## src/rtl/pcu_pkg.sv

```systemverilog
package pcu_pkg;

    localparam int unsigned XLEN = 32;
    localparam int unsigned OPW  = 6;

    localparam logic [OPW-1:0] OP_RTYPE = 6'd0;
    localparam logic [OPW-1:0] OP_JMP   = 6'd2;
    localparam logic [OPW-1:0] OP_CALL  = 6'd3;
    localparam logic [OPW-1:0] OP_BEQ   = 6'd4;
    localparam logic [OPW-1:0] OP_BNE   = 6'd5;
    localparam logic [OPW-1:0] FN_JREG  = 6'd8;

    typedef enum logic [2:0] {
        KIND_SEQ,
        KIND_BEQ,
        KIND_BNE,
        KIND_JMP,
        KIND_CALL,
        KIND_JREG
    } pcu_kind_e;

endpackage

```

## src/rtl/pcu_decode.sv

```systemverilog
module pcu_decode
    import pcu_pkg::*;
(
    input  logic [OPW-1:0] opcode,
    input  logic [OPW-1:0] funct,
    output pcu_kind_e      kind
);

    always_comb begin
        unique case (opcode)
            OP_BEQ:   kind = KIND_BEQ;
            OP_BNE:   kind = KIND_BNE;
            OP_JMP:   kind = KIND_JMP;
            OP_CALL:  kind = KIND_CALL;
            OP_RTYPE: kind = (funct == FN_JREG) ? KIND_JREG : KIND_SEQ;
            default:  kind = KIND_SEQ;
        endcase
    end

endmodule

```

## src/rtl/pcu_targets.sv

```systemverilog
module pcu_targets
    import pcu_pkg::*;
#(
    parameter int unsigned IMM_W  = 16,
    parameter int unsigned JFLD_W = 26
) (
    input  logic [XLEN-1:0]   cur_pc,
    input  logic [JFLD_W-1:0] jfield,
    output logic [XLEN-1:0]   seq_addr,
    output logic [XLEN-1:0]   br_addr,
    output logic [XLEN-1:0]   jmp_addr
);

    localparam int unsigned EXT_W = XLEN - IMM_W - 2;
    localparam int unsigned HI_W  = XLEN - JFLD_W - 2;

    logic [IMM_W-1:0] imm;
    logic [XLEN-1:0]  offset_bytes;

    assign imm          = jfield[IMM_W-1:0];
    assign offset_bytes = {{EXT_W{imm[IMM_W-1]}}, imm, 2'b00};

    always_comb begin
        seq_addr = cur_pc + XLEN'(4);
        br_addr  = seq_addr + offset_bytes;
        jmp_addr = {cur_pc[XLEN-1 -: HI_W], jfield, 2'b00};
    end

endmodule

```

## src/rtl/pc_next_unit.sv

```systemverilog
module pc_next_unit
    import pcu_pkg::*;
#(
    parameter logic [31:0] RESET_PC = 32'h0000_0000
) (
    input  logic        clk,
    input  logic        rst,
    input  logic        en,
    input  logic [31:0] instr,
    input  logic        cmp_eq,
    input  logic [31:0] reg_target,
    output logic [31:0] pc,
    output logic [31:0] link_addr
);

    pcu_kind_e   kind;
    logic [31:0] seq_addr;
    logic [31:0] br_addr;
    logic [31:0] jmp_addr;
    logic [31:0] next_pc;

    pcu_decode u_decode (
        .opcode (instr[31:26]),
        .funct  (instr[5:0]),
        .kind   (kind)
    );

    pcu_targets #(
        .IMM_W  (16),
        .JFLD_W (26)
    ) u_targets (
        .cur_pc   (pc),
        .jfield   (instr[25:0]),
        .seq_addr (seq_addr),
        .br_addr  (br_addr),
        .jmp_addr (jmp_addr)
    );

    always_comb begin
        unique case (kind)
            KIND_BEQ:  next_pc = cmp_eq  ? br_addr : seq_addr;
            KIND_BNE:  next_pc = !cmp_eq ? br_addr : seq_addr;
            KIND_JMP,
            KIND_CALL: next_pc = jmp_addr;
            KIND_JREG: next_pc = reg_target;
            default:   next_pc = seq_addr;
        endcase
    end

    always_ff @(posedge clk) begin
        if (rst)     pc <= RESET_PC;
        else if (en) pc <= next_pc;
    end

    assign link_addr = seq_addr;


    hold_when_idle_chk: assert property (@(posedge clk) disable iff (rst)
        !en |=> $stable(pc));


    seq_step_chk: assert property (@(posedge clk) disable iff (rst)
        (en && kind == KIND_SEQ) |=> (pc == $past(pc) + 32'd4));


    beq_fallthrough_chk: assert property (@(posedge clk) disable iff (rst)
        (en && kind == KIND_BEQ && !cmp_eq) |=> (pc == $past(pc) + 32'd4));


    bne_fallthrough_chk: assert property (@(posedge clk) disable iff (rst)
        (en && kind == KIND_BNE && cmp_eq) |=> (pc == $past(pc) + 32'd4));


    jump_region_chk: assert property (@(posedge clk) disable iff (rst)
        (en && (kind == KIND_JMP || kind == KIND_CALL))
        |=> (pc[31:28] == $past(pc[31:28]) && pc[1:0] == 2'b00));


    jreg_load_chk: assert property (@(posedge clk) disable iff (rst)
        (en && kind == KIND_JREG) |=> (pc == $past(reg_target)));

endmodule

```

## config.mk

```make
export PLATFORM = sky130hd
export DESIGN_NAME = pc_next_unit
export DESIGN_NICKNAME = d
export VERILOG_FILES = /design/src/rtl/pcu_pkg.sv /design/src/rtl/pcu_decode.sv /design/src/rtl/pcu_targets.sv /design/src/rtl/pc_next_unit.sv
export SDC_FILE = /design/constraint.sdc
export NUM_CORES = 1
export LEC_CHECK = 0
export ABC_CLOCK_PERIOD_IN_PS = 3850
export BUFFER_PORTS_ARGS = -buffer_cell sky130_fd_sc_hd__buf_2
export CAP_MARGIN = 10
export CORE_MARGIN = 1.5
export CORE_UTILIZATION = 50
export DETAILED_ROUTE_END_ITERATION = 16
export GPL_TIMING_DRIVEN = 0
export PLACE_DENSITY = 0.75
export SYNTH_ARGS = -nofsm -noshare
export SYNTH_HDL_FRONTEND = slang
export SYNTH_HIERARCHICAL = 1
export SYNTH_SLANG_ARGS = --single-unit
```

## constraint.sdc

```tcl
create_clock -name clk -period 3.85 [get_ports clk]
set_input_delay 0.385 -clock clk [delete_from_list [all_inputs] [get_ports clk]]
set_output_delay 0.385 -clock clk [all_outputs]
set_load 0.005 [all_outputs]
```

Word level (Yosys, flattened, before mapping) --
Cells that the tools add are included.
Operators by class: $add $sub $neg 2, equal/unequal tests 10, multiplexer cells 5, bitwise operators 1, reduce and logical (&&, ||, !) cells 3
Operators with widths (number):
- one-hot mux 32 bit (4 select lines) | 1
- two-way mux 32 bit | 2
- adder 32 x 3 -> 32 bit, second input constant | 1
- adder 32 bit | 1
- one-hot mux 3 bit (5 select lines) | 1
- equality test 6 x 2 -> 1 bit, second input constant | 2
- equality test 6 x 3 -> 1 bit, second input constant | 2
- equality test 3 x 2 -> 1 bit, second input constant | 2
- equality test 3 bit, second input constant | 2
- equality test 6 x 4 -> 1 bit, second input constant | 1
- zero test 6 bit | 1
- equality test 3 x 1 -> 1 bit, second input constant | 1
- two-way mux 3 bit | 1
- AND reduction 2 bit | 1
- OR reduction 2 bit | 1
- inverter 1 bit | 1
Storage, ports and cells: bits in registers 32, input bits 68, output and inout bits 64, logic and storage cells 23

Logic depth before layout (Yosys ltp) --
Gate-level depths: netlist of run 1.
depth after elaboration 7, gate-level depth with buffers 18, gate-level depth less buffers 17

Modules after synthesis --
The synthesis of run 1 kept the hierarchy.
Modules (own cells, without submodules):
- pc_next_unit | instances 1, cells each 408, area an instance 2935.3 sq um, sequential area each 640.6 sq um
- pcu_targets | instances 1, cells each 372, area an instance 2595.0 sq um, sequential area each 0.0 sq um
- pcu_decode | instances 1, cells each 11, area an instance 87.6 sq um, sequential area each 0.0 sq um

Worst setup path after synthesis of run 1 --
Ideal clock, no wire load.
kind reg-to-reg, from reg pc[8], to reg pc[30], library setup time 0.119 ns, arrival 3.363 ns, required time 3.731 ns, slack 0.368 ns, stages on the path, launching flop included 17, path buffers 1, clock period less this slack 3.482 ns, path through dfxtp_1 > nand4_1 > nor3_2 > and2_1 > nand2_1 > xnor2_1 > ha_1 > buf_2 > nand4_1 > or4_1 > a31oi_2 > o31ai_2 > xnor2_1 > mux2i_1 > nand2_1 > a31oi_1 > o21ai_1
On the way: cells in the longest elaborated chain, start to end 4, elaborated cells on any way between the ends 5, those cells by class 2 x add/sub; 3 x mux
Ends and longest elaborated chain:
- from (decl) | line pc_next_unit.sv:12 | output logic [31:0] pc,
- from (signal assigned) | line pc_next_unit.sv:52 | else if (en) pc <= next_pc;
- adder 32 x 3 -> 32 bit * | line pcu_targets.sv:24 | seq_addr = cur_pc + XLEN'(4);
- net link_addr[25] | line pc_next_unit.sv:13 | output logic [31:0] link_addr
- adder 32 bit * | line pcu_targets.sv:25 | br_addr = seq_addr + offset_bytes;
- net br_addr[30] | line pc_next_unit.sv:18 | logic [31:0] br_addr;
- two-way mux 32 bit (on tied branches) | line pc_next_unit.sv:42, pc_next_unit.sv:41
- one-hot mux 32 bit (4 select lines) * | line pc_next_unit.sv:40 | unique case (kind)
Mark *: on every way through the listed nets, which the timed path passes. The rest lies on a longest branch. A chain may end at the register's enable or synchronous reset.

Final worst setup path of run 1 --
from reg pc[11], to reg pc[24]
On the way: cells in the longest elaborated chain, start to end 4, elaborated cells on any way between the ends 5, those cells by class 2 x add/sub; 3 x mux
Ends and longest elaborated chain (line):
- adder 32 x 3 -> 32 bit * | pcu_targets.sv:24
- adder 32 bit * | pcu_targets.sv:25
- net br_addr[24] | pc_next_unit.sv:18
- two-way mux 32 bit (on tied branches) | pc_next_unit.sv:42, pc_next_unit.sv:41
- one-hot mux 32 bit (4 select lines) * | pc_next_unit.sv:40
Marks and branches as above.

==> impl_metrics.ini, run 1 <==
[drt]
wirelength_um = 20710
drt_iter0_markers = 541
vias = 6764
drc = 0
ant_nets = 0
wire_per_inst_um = 18.69
drt_first_pass_iters = 5
vias_per_cell = 6.105

[worst_setup_path]
max_stage_delay_ns = 0.38
timing.rr.end = pc[24]$_SDFFE_PP0P_
r2r_cells = 18
start_kind = flip-flop
crit_arrival_ns = 3.97
cpMaxStageDelayCell = dfxtp_4
path_cells = nand4_1 -> buf_6 -> nor3_4 -> buf_4 -> nand2_1 -> xnor2_2 -> ha_1 -> buf_2 -> a211oi_1 -> nor2_1 -> o31ai_1 -> o2111ai_1 -> a31oi_1 -> xnor2_1 -> mux2i_1 -> nand2_1 -> a31oi_1 -> o21ai_1
cp_max_fo = 9
required_ns = 4.04
timing.rr.start = pc[11]$_SDFFE_PP0P_
rrSetupSlack_ns = 0.07
crit_type = flip-flop to flip-flop
crit_path_end_kind = flip-flop

[sta]
worst_pin_slew_ns = 0.5862
min_period_over_period_pct = 98.14
drv_slew = 0
slew_headroom_pct = 60.64
rsz0062_at_grt = true
hold_violations = 0
fin_skew_ns = 0.01727
setup_ws_ns = 0.07151
period_minus_slack_ns = 3.778
max_freq_ghz = 0.2647
setup_violations = 0
finalHoldWorstSlack_ns = 0.4061
tns_ns = 0

[synth]
synth-seq-cells = 32
synth_edf_count = 0
syn_inst = 791
synth_top_area_cell = dfxtp_1
ys_top_cells_by_area = dfxtp_1, mux2i_1, ha_1
syn_area_per_cell_sq_um = 7.102
synth_top_cell_area_share_pct = 11.40
synth.distinct_cells = 65
ys_seq_area_share_pct = 11.40
netlist_area_sq_um = 5618
async_reset_ff_share_pct = 0
ys.flop_type = dfxtp_1
ys_warn_count = 6

[clocking]
cts_num_sinks = 32
cts-htree-levels = 2
clk_path_buf_depth = 2
root_buffer = clkbuf_8
clkTransAtPathRegs_ns = 0.09
cts_tree = built
holdBufCountCts = 0
worstSkewPairLatency_ns = 0.30
cts_made_buffers = 5

[power_and_ir_drop]
ir_drop_mv = 0.1919
totalPowerFinal_mw = 1.281
p_per_area_nw_per_um2 = 173.2
leakage_nw = 3.465

[layout]
fill_cells = 954
drive_gt1_share_pct = 34.81
syn2layout_area_growth_pct = 31.63
regMostFlops = pc
largestRegisters = pc x32
seq_area_sq_um = 705.7
antenna_cells = 0
nNetsFinal = 1069
layout.cells.non_filler = 1108
multi_input_area_sq_um = 4797
largest_reg_flops = 32

[outcome]
outcome = completed

[hold_path]
hp-start = instr[19]
hold_depth = 3
hold_path_class = input pin to flip-flop
min_to = pc[21]$_SDFFE_PP0P_

[grt]
grt_first_pass_wirelength_um = 29990
grt-ovfl-total = 0
grt_max_degree = 17
grt_usage_pct = 32.44
grt_pass1_vias = 5790
antenna_found_initial = 0

[flow_run]
maxCapViolCount = 0

[floorplanning]
die_area_sq_um = 11880
die_w_um = 109
fp.dieH_um = 109
start_util_pct = 51.60
placeableCoreArea_sq_um = 10890
row_count = 38
io_pins = 132

[placement]
post-place-ws_ns = -0.7406
dp_hpwl_um = 14740
gp_congestion = 0.9577
place_inst = 1052
port-buffer-count = 120
[layer usage]
metal | wire length (um) | vias to the layer above | GRT usage, %
met5 | 0 | - | 0
met4 | 722 | 0 | 12.03
met3 | 1865 | 58 | 4.603
met2 | 9160 | 348 | 50.80
met1 | 8964 | 3112 | 44.92
li1 | - | 3246 | -
[cells by family (layout without fill, tap and decap cells)]
group                      after synthesis  count (layout)  share of synthesized area, %
AOI/OAI and AO/OA                      287             287                         31.56
DFF                                     32              32                         11.40
xor gates and xnor gates                54              54                         8.664
muxes                                   65              65                         11.60
buffers and inverters                  104             280                         10.71
and+or+nand+nor                        214             214                         18.28
adders and majority gates               34              34                         7.706
other                                    1               2                       0.06675
[metrics by stage]
stage	utilization, %	cell area [sq um]
CTS	62.15	6766
global placement	58.76	6397
detailed placement	58.76	6397
floorplan	-	5622
global route	67.92	7395
finish	67.92	7395
[placed cells by master (no fill, tap or decap), types with 17 or more instances in the layout]
| cell type | n |
|---|---|
| o21bai_1 | 33 |
| buf_2 | 136 |
| nand3_1 | 17 |
| a31oi_1 | 35 |
| o21ai_0 | 39 |
| clkbuf_1 | 27 |
| o21ai_1 | 38 |
| xnor2_1 | 23 |
| nand2_1 | 95 |
| buf_4 | 88 |
| a21oi_1 | 60 |
| o22ai_1 | 32 |
| ha_1 | 29 |
| nor2_1 | 31 |
| mux2i_1 | 64 |
[worst max-delay path by stage]
| stage | start | end | slack [ns] | cells after the start |
|---|---|---|---|---|
| 6_report | pc[11]$_SDFFE_PP0P_ | pc[24]$_SDFFE_PP0P_ | 0.07 | 18 |
| 5_1_grt | pc[11]$_SDFFE_PP0P_ | pc[23]$_SDFFE_PP0P_ | -0.05 | 19 |
| 4_1_cts | pc[2]$_SDFFE_PP0P_ | pc[21]$_SDFFE_PP0P_ | 0.006 | 15 |
| 3_5_place_dp | pc[8]$_SDFFE_PP0P_ | pc[30]$_SDFFE_PP0P_ | -0.74 | 16 |
| 3_3_place_gp | pc[4]$_SDFFE_PP0P_ | pc[28]$_SDFFE_PP0P_ | -0.70 | 16 |
| 2_1_floorplan | pc[8]$_SDFFE_PP0P_ | pc[30]$_SDFFE_PP0P_ | 0.37 | 16 |
[cells in the mapped netlist (3+ instances only)]
cell / instances
and3_1: 3
buf_6: 4
o21bai_1: 33
o22ai_1: 32
a31oi_1: 35
a21o_1: 5
dfxtp_1: 32
o21ai_0: 43
nor2b_1: 4
ha_1: 33
nor2_1: 35
xor2_1: 11
inv_1: 8
mux2i_1: 64
clkbuf_1: 28
buf_1: 3
o21ai_1: 37
nor4_1: 5
a21oi_1: 67
xnor2_1: 42
nand4_1: 16
a211oi_1: 5
nand3_1: 21
buf_4: 42
buf_2: 19
nor3_1: 8
nand2_1: 101
and4_1: 3
o21a_1: 3
o211ai_1: 3
[worst max-delay path: cells and delay by family, from the launching register on]
kind	cells	cell delay, ns
compound gates	6	1.26
buf+inv	3	0.55
mux	1	0.15
flops	1	0.38
simple gates	5	0.66
xor+xnor	2	0.39
fa+ha+maj	1	0.28
[what timing repair did]
item                       in CTS  in global routing
resized for setup              44                 76
setup buffers                   7                 43
setup endpoints to repair      17                 13
pin swaps                       5                 31
[power breakdown]
part	switching [mW]	total, mW	internal [mW]	leakage [nW]
Combinational	0.315	0.575	0.260	3.14
Sequential	0.0208	0.358	0.337	0.274
Clock	0.155	0.347	0.193	0.0552
[area by class of cell]
class | count | area share [%]
well taps | 140 | 2.369
inverters | 8 | 0.4061
multi-input cells | 656 | 64.87
clock buffers | 6 | 0.9814
flip-flops and latches | 32 | 9.543
plain buffers | 94 | 7.885
clock inverters | 2 | 0.4738
repair buffers | 170 | 13.47
No activity file was read; power rests on OpenSTA's default activity.
==> run 2: changes to the inputs <==
CELL_PAD_IN_SITES_DETAIL_PLACEMENT = 0   (was not set)
CELL_PAD_IN_SITES_GLOBAL_PLACEMENT = 1   (was not set)
CORE_UTILIZATION = 40   (was 50)
PLACE_DENSITY = not set   (was 0.75)
PLACE_DENSITY_LB_ADDON = 0.1   (was not set)
==> run 2 against run 1 <==
Effect of this change:
- clock power increased by 39%
- critical path type unchanged
- core utilization down 13 points
- count of clock-buffer cells in the layout unchanged
- non-clock buffer count shrank 12
- critical endpoint is now pc[28]$_SDFFE_PP0P_
- cell count up 2.5%
- via count increased by 0.31%
- combinational power increased by 0.9%
- global-route usage shrank 2.6 points
- clock skew decreased by 0.011 ns
- worst hold slack got worse by 0.020 ns
- power grew 11%
- sequential share of layout area down 0.22 points
==> impl_metrics.ini, run 2 (synthesis gave the netlist of run 1 again) <==
[grt]
antenna_found_initial = 0
grt-ovfl-total = 0
grt_pass1_vias = 6121
grt_max_degree = 17
grt_first_pass_wirelength_um = 33740
grt_usage_pct = 29.89

[sta]
period_minus_slack_ns = 3.818
rsz0062_at_grt = true
min_period_over_period_pct = 99.18
drv_slew = 0
hold_violations = 0
fin_skew_ns = 0.006330
slew_headroom_pct = 54.07
finalHoldWorstSlack_ns = 0.3863
max_freq_ghz = 0.2619
setup_violations = 0
worst_pin_slew_ns = 0.6890

[worst_setup_path]
start_kind = flip-flop
crit_arrival_ns = 4.00
crit_path_end_kind = flip-flop
r2r_cells = 17
timing.rr.start = pc[11]$_SDFFE_PP0P_
required_ns = 4.03
timing.rr.end = pc[28]$_SDFFE_PP0P_
crit_type = flip-flop to flip-flop
cp_max_fo = 7
rrSetupSlack_ns = 0.03

[layout]
nNetsFinal = 1057
antenna_cells = 0
final_common_cell = buf_2
largest_reg_flops = 32
layout.cells.most_common_list = buf_2, nand2_1, buf_4, mux2i_1, a21oi_1
regMostFlops = pc
drive_gt1_share_pct = 35.46
largestRegisters = pc x32
syn2layout_area_growth_pct = 33.79
fill_cells = 1399

[power_and_ir_drop]
totalPowerFinal_mw = 1.426
power_frac_seq_pct = 25.6
p_per_area_nw_per_um2 = 189.8
clockPowerShare_pct = 33.7
comb_power_share_pct = 40.7
p_int_mw = 0.9029
switchingPower_mw = 0.5235
switching_share_pct = 36.70
leakage_nw = 3.461
ir_drop_mv = 0.2159

[drt]
drt_iter0_markers = 489
wirelength_um = 22970
ant_nets = 0
vias_per_cell = 5.973
vias = 6785
drc = 0
wire_per_inst_um = 20.22
drt_first_pass_iters = 5

[clocking]
worstSkewPairLatency_ns = 0.29
clkTransAtPathRegs_ns = 0.06
cts_num_sinks = 32
cts_made_buffers = 5
cts-htree-levels = 2
clk_path_buf_depth = 2
cts_tree = built
holdBufCountCts = 0
root_buffer = clkbuf_16

[placement]
gp_congestion = 0.8788
dp_hpwl_um = 16570
port-buffer-count = 120

[floorplanning]
die_w_um = 121.5
start_util_pct = 40.79
fp.dieH_um = 121.5
io_pins = 132
row_count = 43
placeableCoreArea_sq_um = 13770
die_area_sq_um = 14760

[hold_path]
min_to = pc[21]$_SDFFE_PP0P_
hold_path_class = input pin to flip-flop
hp-start = instr[19]
hold_depth = 3

[outcome]
outcome = completed

[flow_run]
maxCapViolCount = 0
==> run 2: cell count changes in the layout (fill, tap and decap cells not counted), moves of 4 or more <==
cell	delta
buf_4	-10
xnor2_1	-4
clkbuf_8	-5
clkbuf_16	+5
dfxtp_2	+5
==> run 2: how the worst max path moves through the flow <==
| stage | from | end | slack (ns) | cells past startpoint |
|---|---|---|---|---|
| floorplan | pc[8]$_SDFFE_PP0P_ | pc[30]$_SDFFE_PP0P_ | 0.37 | 16 |
| global placement | pc[7]$_SDFFE_PP0P_ | pc[28]$_SDFFE_PP0P_ | -0.87 | 16 |
| detailed placement | pc[7]$_SDFFE_PP0P_ | pc[28]$_SDFFE_PP0P_ | -0.99 | 16 |
| CTS | pc[8]$_SDFFE_PP0P_ | pc[23]$_SDFFE_PP0P_ | -0.04 | 18 |
| global route | pc[5]$_SDFFE_PP0P_ | pc[21]$_SDFFE_PP0P_ | -0.09 | 17 |
| finish | pc[11]$_SDFFE_PP0P_ | pc[28]$_SDFFE_PP0P_ | 0.03 | 17 |
==> run 2: metal layers <==
| layer | vias up | GRT usage [%] | wire (um) |
|---|---|---|---|
| met5 | - | 0 | 0 |
| li1 | 3217 | - | - |
| met2 | 302 | 48.80 | 10640 |
| met4 | 0 | 12.43 | 673 |
| met1 | 3218 | 39.38 | 10080 |
| met3 | 48 | 4.323 | 1575 |
==> run 2: area by class of cell <==
type	count	area [sq um]	area share, %
tap	180	225.2	2.997
sequential	32	700.7	9.322
inverter	8	30.03	0.3995
clock buffer	6	128.9	1.715
multi-input combinational	656	4908	65.31
clock inverter	2	35.03	0.4661
buffer	94	578.1	7.691
timing repair buffer	158	909.6	12.10
==> run 2: power by group through the flow <==
stage               Sequential (mW)  Clock (mW)  Combinational (mW)
global route                  0.368       0.503               0.629
global placement              0.372           0               0.507
CTS                           0.368       0.489               0.531
detailed placement            0.373           0               0.516
floorplan                     0.369           0               0.353
finish                        0.365       0.481               0.580
==> run 2: repair_timing <==
item                                    in CTS  in global routing
pin swaps                                   10                 33
setup buffers                               12                 26
endpoints found under the setup margin      17                 15
gates resized for setup                     51                 87
==> run 2: through the flow <==
stage                     util (%)  instances  worst slack [ns]  cell area [sq um]  setup TNS [ns]
after floorplan                  -        792            0.3678               5622               0
after global placement       46.81       1092           -0.8700               6447          -7.989
after detailed placement     46.81       1092           -0.9898               6447          -8.783
after CTS                    50.56       1110          -0.04489               6964         -0.1324
after global routing         54.57       1136          -0.09391               7516         -0.3968
final                        54.57       1136           0.03156               7516               0
==> run 2: worst max-delay path: stages, from the launching register on <==
cell     delay (ns)
dfxtp_4        0.37
nand4_1        0.14
buf_6          0.16
nor3_4         0.27
and2_4         0.21
nand2_2        0.10
xnor2_4        0.21
ha_1           0.29
buf_4          0.15
nand4_1        0.15
or4_4          0.59
a31oi_4        0.26
o41ai_2        0.12
xnor2_2        0.18
mux2i_1        0.15
o22ai_1        0.10
a31oi_1        0.16
o21ai_1        0.08
